===== src/rtl/acr_pkg.sv =====
package acr_pkg;

    localparam logic [1:0] MODE_BURST = 2'b10;

    typedef enum logic [1:0] {
        ST_IDLE = 2'd0,
        ST_REQ  = 2'd1,
        ST_GAP  = 2'd2
    } burst_st_e;

endpackage


===== src/rtl/acr_burst_sched.sv =====
module acr_burst_sched
    import acr_pkg::*;
#(
    parameter int CNT_W = 5,
    parameter int GAP_W = 8
) (
    input  logic             clk,
    input  logic             rst_n,
    input  logic             vblank,
    input  logic [1:0]       tx_mode,
    input  logic [CNT_W-1:0] pkt_cnt,
    input  logic [GAP_W-1:0] gap_len,
    input  logic             pkt_done,
    output logic             pkt_req
);

    localparam int REM_W = CNT_W + 1;

    typedef struct packed {
        burst_st_e        st;
        logic             vb;
        logic [REM_W-1:0] rem;
        logic [GAP_W-1:0] gap;
    } sched_t;

    sched_t s_d, s_q;
    logic   vb_rise;

    always_comb begin
        s_d     = s_q;
        vb_rise = vblank & ~s_q.vb;
        s_d.vb  = vblank;

        case (s_q.st)
            ST_REQ: begin
                if (pkt_done) begin
                    if (s_q.rem <= REM_W'(1)) begin
                        s_d.st  = ST_IDLE;
                        s_d.rem = '0;
                    end else begin
                        s_d.st  = ST_GAP;
                        s_d.rem = s_q.rem - REM_W'(1);
                        s_d.gap = gap_len;
                    end
                end
            end
            ST_GAP: begin
                if (s_q.gap <= GAP_W'(1)) begin
                    s_d.st = ST_REQ;
                end else begin
                    s_d.gap = s_q.gap - GAP_W'(1);
                end
            end
            default: begin
                s_d.st = ST_IDLE;
            end
        endcase

        if (vb_rise) begin
            if (tx_mode == MODE_BURST) begin
                s_d.st  = ST_REQ;
                s_d.rem = REM_W'(pkt_cnt) + REM_W'(1);
            end else begin
                s_d.st  = ST_IDLE;
                s_d.rem = '0;
            end
            s_d.gap = '0;
        end
    end

    always_ff @(posedge clk or negedge rst_n) begin
        if (!rst_n) begin
            s_q <= '{st: ST_IDLE, vb: 1'b0, rem: '0, gap: '0};
        end else begin
            s_q <= s_d;
        end
    end

    assign pkt_req = (s_q.st == ST_REQ);

    AST_BURST_START: assert property (@(posedge clk) disable iff (!rst_n)
        vb_rise && (tx_mode == MODE_BURST) |=> pkt_req);

    AST_NO_BURST_OTHER_MODE: assert property (@(posedge clk) disable iff (!rst_n)
        vb_rise && (tx_mode != MODE_BURST) |=> !pkt_req);

    AST_REQ_HELD: assert property (@(posedge clk) disable iff (!rst_n)
        pkt_req && !pkt_done && !vb_rise |=> pkt_req);

    AST_DONE_OPENS_GAP: assert property (@(posedge clk) disable iff (!rst_n)
        pkt_req && pkt_done && !vb_rise |=> !pkt_req);

endmodule


===== src/rtl/acr_cts_meter.sv =====
module acr_cts_meter #(
    parameter int W      = 20,
    parameter int TRIM_W = 8
) (
    input  logic              clk,
    input  logic              rst_n,
    input  logic              win_pulse,
    input  logic [TRIM_W-1:0] trim,
    output logic [W-1:0]      cts_val
);

    localparam int SW = W + 2;

    typedef struct packed {
        logic [W-1:0] cnt;
        logic [W-1:0] cts;
    } meter_t;

    meter_t          m_d, m_q;
    logic [W-1:0]    meas;
    logic [SW-1:0]   sum;
    logic [SW-1:0]   trim_ext;

    always_comb begin
        m_d      = m_q;
        meas     = (&m_q.cnt) ? m_q.cnt : m_q.cnt + W'(1);
        trim_ext = {{(SW-TRIM_W){trim[TRIM_W-1]}}, trim};
        sum      = {2'b00, meas} + trim_ext;

        if (win_pulse) begin
            m_d.cnt = '0;
            if (sum[SW-1]) begin
                m_d.cts = '0;
            end else if (sum[SW-2:W] != '0) begin
                m_d.cts = '1;
            end else begin
                m_d.cts = sum[W-1:0];
            end
        end else begin
            m_d.cnt = meas;
        end
    end

    always_ff @(posedge clk or negedge rst_n) begin
        if (!rst_n) begin
            m_q <= '{cnt: '0, cts: '0};
        end else begin
            m_q <= m_d;
        end
    end

    assign cts_val = m_q.cts;

    AST_CTS_HOLD: assert property (@(posedge clk) disable iff (!rst_n)
        !win_pulse |=> $stable(cts_val));

endmodule


===== src/rtl/acr_sched_top.sv =====
module acr_sched_top #(
    parameter int CTS_W  = 20,
    parameter int CNT_W  = 5,
    parameter int GAP_W  = 8,
    parameter int TRIM_W = 8
) (
    input  logic              tmds_clk,
    input  logic              rst_n,
    input  logic              vblank,
    input  logic              win_pulse,
    input  logic [1:0]        tx_mode,
    input  logic [CNT_W-1:0]  burst_cnt,
    input  logic [GAP_W-1:0]  gap_len,
    input  logic [TRIM_W-1:0] cts_trim,
    input  logic              pkt_done,
    output logic              pkt_req,
    output logic [CTS_W-1:0]  cts_val
);

    acr_burst_sched #(
        .CNT_W (CNT_W),
        .GAP_W (GAP_W)
    ) u_sched (
        .clk      (tmds_clk),
        .rst_n    (rst_n),
        .vblank   (vblank),
        .tx_mode  (tx_mode),
        .pkt_cnt  (burst_cnt),
        .gap_len  (gap_len),
        .pkt_done (pkt_done),
        .pkt_req  (pkt_req)
    );

    acr_cts_meter #(
        .W      (CTS_W),
        .TRIM_W (TRIM_W)
    ) u_meter (
        .clk       (tmds_clk),
        .rst_n     (rst_n),
        .win_pulse (win_pulse),
        .trim      (cts_trim),
        .cts_val   (cts_val)
    );

endmodule


===== config.mk =====
export PLATFORM = sky130hd
export DESIGN_NAME = acr_sched_top
export DESIGN_NICKNAME = d
export VERILOG_FILES = /design/src/rtl/acr_pkg.sv /design/src/rtl/acr_burst_sched.sv /design/src/rtl/acr_cts_meter.sv /design/src/rtl/acr_sched_top.sv
export SDC_FILE = /design/constraint.sdc
export NUM_CORES = 1
export LEC_CHECK = 0
export ABC_AREA = 1
export BUFFER_PORTS_ARGS = -buffer_cell sky130_fd_sc_hd__buf_2
export CAP_MARGIN = 20
export CORE_UTILIZATION = 45
export CTS_BUF_LIST = sky130_fd_sc_hd__clkbuf_2
export CTS_CLUSTER_DIAMETER = 80
export DETAILED_ROUTE_END_ITERATION = 10
export PLACE_DENSITY_LB_ADDON = 0.12
export SETUP_SLACK_MARGIN = 0.15
export SLEW_MARGIN = 20
export SYNTH_ARGS = -nofsm -noshare
export SYNTH_HDL_FRONTEND = slang
export SYNTH_SLANG_ARGS = --single-unit

===== constraint.sdc =====
create_clock -name tmds_clk -period 3.5 [get_ports tmds_clk]
set_input_delay 0.175 -clock tmds_clk [delete_from_list [all_inputs] [get_ports tmds_clk]]
set_output_delay 0.175 -clock tmds_clk [all_outputs]
set_load 0.02 [all_outputs]

# Yosys cells after proc, flatten, opt, wreduce, memory -nomap -nowiden
# Cells that the tools add are included.
# op_classes
n_addsub,5
magnitude_cmp,2
n_eq_ne,7
muxes,18
n_bitwise,2
n_reduce_logical,7
# op_table
op,n
$mux 20,4
$mux 14,2
$add 21x8->22,1
$add 20x1->20 const B,1
$reduce_and 20->1,1
$mux 6,3
$mux 8,2
$pmux 8 s2,1
$ne 3x2->1 const B,3
$le 8x1->1 const B,1
$mux 2,4
$sub 8x1->8 const B,1
$add 5x1->6 const B,1
$le 6x1->1 const B,1
$sub 6x1->6 const B,1
$eq 2x2->1 const B,2
$pmux 2 s2,1
$reduce_and 2->1,2
$reduce_and 4->1,1
$reduce_bool 2->1,2
$ne 3x1->1 const B,1
$reduce_bool 3->1,1
$eq 2x1->1 const B,1
$and 1x1->1,1
other kinds (2),2
# totals
ff_bits,57
out_inout_bits,21
elab_cells,47

# Depth between registers and ports, before layout
# logic_depth
depth_word,5
depth_mapped,24
mapped_depth_nobuf,24

# Modules after synthesis
# Synthesis repeated with hierarchy kept, for this count alone.
# unflattened
hier_cells,759
hier_area_um2,5029.8
# by_module_without_submodules
module,instances,cells_each,area_each_um2,seq_area_each_um2
acr_cts_meter,1,573,3689.8,1001.0
acr_burst_sched,1,186,1340.0,425.4

# Worst setup path before layout
# Ideal clock, no wire load.
# synth_path
path_type,flip-flop to flip-flop
start,register u_meter.m_q[21] (netlist bit)
end,register u_meter.m_q (netlist bit u_meter.cts_val[4])
setup_time_ps,116
arrival_time_ps,2887
path_slack_ps,497
stages_incl_launch_ff,24
path_buffers,1
synth_period_minus_slack_ps,3003
cell_sequence,dfrtp_1 -> ha_1 -> nand2_2 -> nor3_4 -> nand2_2 -> nor3_4 -> nand2_4 -> nand2_1 -> nand2_1 -> inv_1 -> ha_1 -> inv_1 -> fa_1 -> inv_1 -> nand3_1 -> nand3_1 -> nand3b_1 -> nand3_1 -> nand2_1 -> nand2_1 -> buf_4 -> nand2_1 -> nand2_1 -> nand2_1
# synth_via
elab_chain_len,5
# synth_lines
item,line_no,rtl
from (decl),acr_cts_meter.sv:19,"meter_t m_d, m_q;"
from (signal assigned),acr_cts_meter.sv:46,"m_q <= '{cnt: '0, cts: '0};"
from (signal assigned),acr_cts_meter.sv:48,m_q <= m_d;
$add 20x1->20 / $reduce_and 20->1 (equally long branches),acr_cts_meter.sv:26,meas = (&m_q.cnt) ? m_q.cnt : m_q.cnt + W'(1);
$mux 20 (*),acr_cts_meter.sv:26,
$add 21x8->22 (*),acr_cts_meter.sv:28,"sum = {2'b00, meas} + trim_ext;"
$mux 20,acr_cts_meter.sv:34,end else if (sum[SW-2:W] != '0) begin
$mux 20 (*),acr_cts_meter.sv:32,if (sum[SW-1]) begin
# Mark *: on every way between the ends. The rest lies on a longest branch, timed or not.
# A chain may end at the register's enable or synchronous reset.

# Worst setup path after layout
# layout_path
start,register u_meter.m_q[21] (netlist bit)
end,register u_meter.m_q (netlist bit u_meter.cts_val[17])
# The elaborated chain is that of the path after synthesis.

==> run metrics <==
Crit path largest cell delay 0.44 ns; Most common cell on crit path nand2_1; sum of negative setup slack 0 ns; via/cell ratio a little over 5; ys flop type dfrtp_1; initial antenna violation count 0; clock network power share 0.282; Clk pin slew, worst setup/hold paths 0.20 ns; maximum clock rate roughly 310 MHz; skew final between 0.04 and 0.05 ns; Slew Viols, Final 0; Mapped Cells 743; row cnt 37; Yosys cell types 40; cells along the critical path ha_4 -> nand2_4 -> nor3_4 -> nand2_4 -> nor3_4 -> nand2_4 -> clkbuf_16 -> nand2_1 -> ha_4 -> nand2_1 -> nor2_4 -> nand2_1 -> nor2_2 -> nand2_4 -> nand4_1 -> nand2_2 -> nor2_4 -> clkbuf_16 -> nand2_1 -> nand2_1; Int Pwr 0.00131 W; RSZ-0062 raised after global routing true; Sw Pwr slightly above 0.0007 W; sequential fraction of design power 0.398; Cell Area, Synth roughly 4900 um2; relative slew slack 0.554; most common cell after layout, fill and taps aside nand2_1; Tightest Hold Check Type input port to flop; fraction of layout cells with a size suffix above 1 0.221; Hold Vio Cnt, Final 0; gpl congestion 0.953; arrival time worst endpoint roughly 3.7 ns; TritonCTS clock tree done; Avg Cell Area, Syn around 6.6 um2; CTS Buffer Depth 2; Slew @ Worst Pin between 0.6 and 0.7 ns; Final Cycle Share 0.931; status finished, final reports clean; type of destination of the critical path flop; commonest cells after routing, fill and taps aside 263 x nand2_1, 97 x inv_1, 57 x dfrtp_1; post-synthesis sequential area ratio 0.292; Final ANT Viol Nets 0; crit start category flop; first-pass GRT wire length between 20 and 25 mm; hpwl dp between 9 and 10 mm; area delta synth->final 24.0%; Iter 0 DRT Violations ~280; clk sinks 57; H-tree depth 3; CP max stage cell dfrtp_1; largest net degree at the start of global routing 30; vias in the first global route about 4,400; Die Wd between 100 and 150 um; I/O pins between 40 and 50; Root Buffer clkbuf_2; ys async rst share 1.00; total power divided by cell area about 330 nW/um2; setup violators final 0; pre-CTS WS between 0.1 and 0.15 ns; grt ovf 0; Post-synth EDFFs 0; Core ar. roughly 10,000 um2; Max Cap Viol 0; Detailed Route WL between 10 and 15 mm; CP Max Fanout 10; CP delay by family, top simple AND/OR/NAND/NOR gates; worst vdd rail ir drop approximately 0.00021 V; P_leak ~3.3 nW; CTS Buf Count 9; #FFs+latches synth 57; final net count slightly below 900; DRT Pass-1 Iters 5; Finished Cell Area a little over 6000 um2; min cycle time layout around 3.3 ns; Mapped Nets 801; wire length per cell about 14 um; combinational cell fraction of total power 0.320; area of placed instances 5170 um2; Die Ht ~110 um; Port Buffers 48; via count 4,822; post-route DRC violation count 0; total track usage 0.236; sw frac 0.353; CP Buf/Inv Count 2; worst endpoint required time a little under 4 ns; die footprint between 10,000 and 15,000 um2; critical path class flop to flop; synth warn 0; antenna diode count 0; final setup margin 0.243 ns; worst skew pair latency roughly 0.53 ns; Initial Utilization 0.469
state kept, by name, summed over array words and instances (netlist names):
| register | flops |
|---|---|
| u_sched.s_q | 17 |
| u_meter.cts_val | 20 |
| u_meter.m_q | 20 |
cell families after synthesis:
| logic type | synth area share |
|---|---|
| xor+xnor | 0.0538 |
| mux | 0.00205 |
| flops | 0.292 |
| simple gates | 0.370 |
| compound gates | 0.0809 |
| fa+ha+maj | 0.0784 |
| buf+inv | 0.123 |
metal layers:
layer  wire [um]  vias to the layer above  global-route usage  share of wire
li1            -                     2445                   -              -
met3         556                       15              0.0423          0.041
met4         178                        0              0.0744          0.013
met5           0                        -                   0              0
met2        6220                      114               0.374           0.46
met1        6560                     2248               0.326           0.49
stage by stage:
stage                     hold WS (ns)   util  instances  power, W
final                           0.0600  0.582        950   0.00203
after global routing            0.0589  0.582        950   0.00216
after CTS                       0.0198  0.525        934   0.00198
after detailed placement         0.248  0.496        905   0.00138
after global placement           0.245  0.496        905   0.00137
after floorplan                 -0.121      -        743   0.00124
Yosys cell counts (all sizes together), types with 2 or more instances:
| cell type | count | area [um2] |
|---|---|---|
| a21oi | 32 | 183 |
| a22oi | 2 | 15.0 |
| buf | 27 | 208 |
| clkbuf | 5 | 18.8 |
| dfrtp | 57 | 1430 |
| ha | 29 | 363 |
| inv | 100 | 375 |
| nand2 | 291 | 1110 |
| nand3 | 32 | 165 |
| nand3b | 13 | 97.6 |
| nand4 | 11 | 68.8 |
| nor2 | 59 | 234 |
| nor3 | 15 | 103 |
| o211ai | 2 | 15.0 |
| o21ai | 24 | 124 |
| o21bai | 3 | 22.5 |
| o31ai | 2 | 15.0 |
| or2 | 2 | 12.5 |
| xnor2 | 11 | 96.3 |
| xor2 | 19 | 166 |
path summary, 6_finish.rpt:
kind                                          from                  end  slack [ns]  cells after the start
max in group asynchronous                    rst_n      u_meter.m_q[28]        2.43                      3
worst min-delay path                    tx_mode[0]      u_sched.s_q[15]        0.06                      4
worst max-delay path               u_meter.m_q[21]  u_meter.cts_val[17]        0.24                     20
worst max register to register     u_meter.m_q[21]  u_meter.cts_val[17]        0.24                     20
worst min register to register  u_meter.cts_val[6]   u_meter.cts_val[6]        0.49                      2
min in group asynchronous                    rst_n  u_meter.cts_val[13]        0.17                      2
tightest hold or removal path: stages:
cell     delay [ns]
buf_2          0.09
nor2_1         0.09
nor3_1         0.18
a21oi_1        0.05
power by group through the flow:
stage          combinational [W]  sequential (W)  clock [W]
2_1_floorplan           0.000440        0.000803          0
3_3_place_gp            0.000552        0.000814          0
3_5_place_dp            0.000568        0.000816          0
4_1_cts                 0.000584        0.000803   0.000588
5_1_grt                 0.000734        0.000817   0.000614
6_report                0.000649        0.000806   0.000572
repair_timing:
action,4_1_cts,5_1_grt
pin swaps,2,14
endpoints found under the hold margin,38,0
resized for setup,4,88
gates cloned,0,5
hold buffers,11,0
setup buffers,2,11
endpoints found under the setup margin,20,20
area by class of cell:
class	count	area [um2]
fillers	1044	4360
repair buffers	87	693
multi-input cells	554	3240
inverters	100	375
clock buffers	10	50.0
clock inverters	6	106
well taps	136	170
flip-flops and latches	57	1430
No activity file was read; power rests on OpenSTA's default activity.
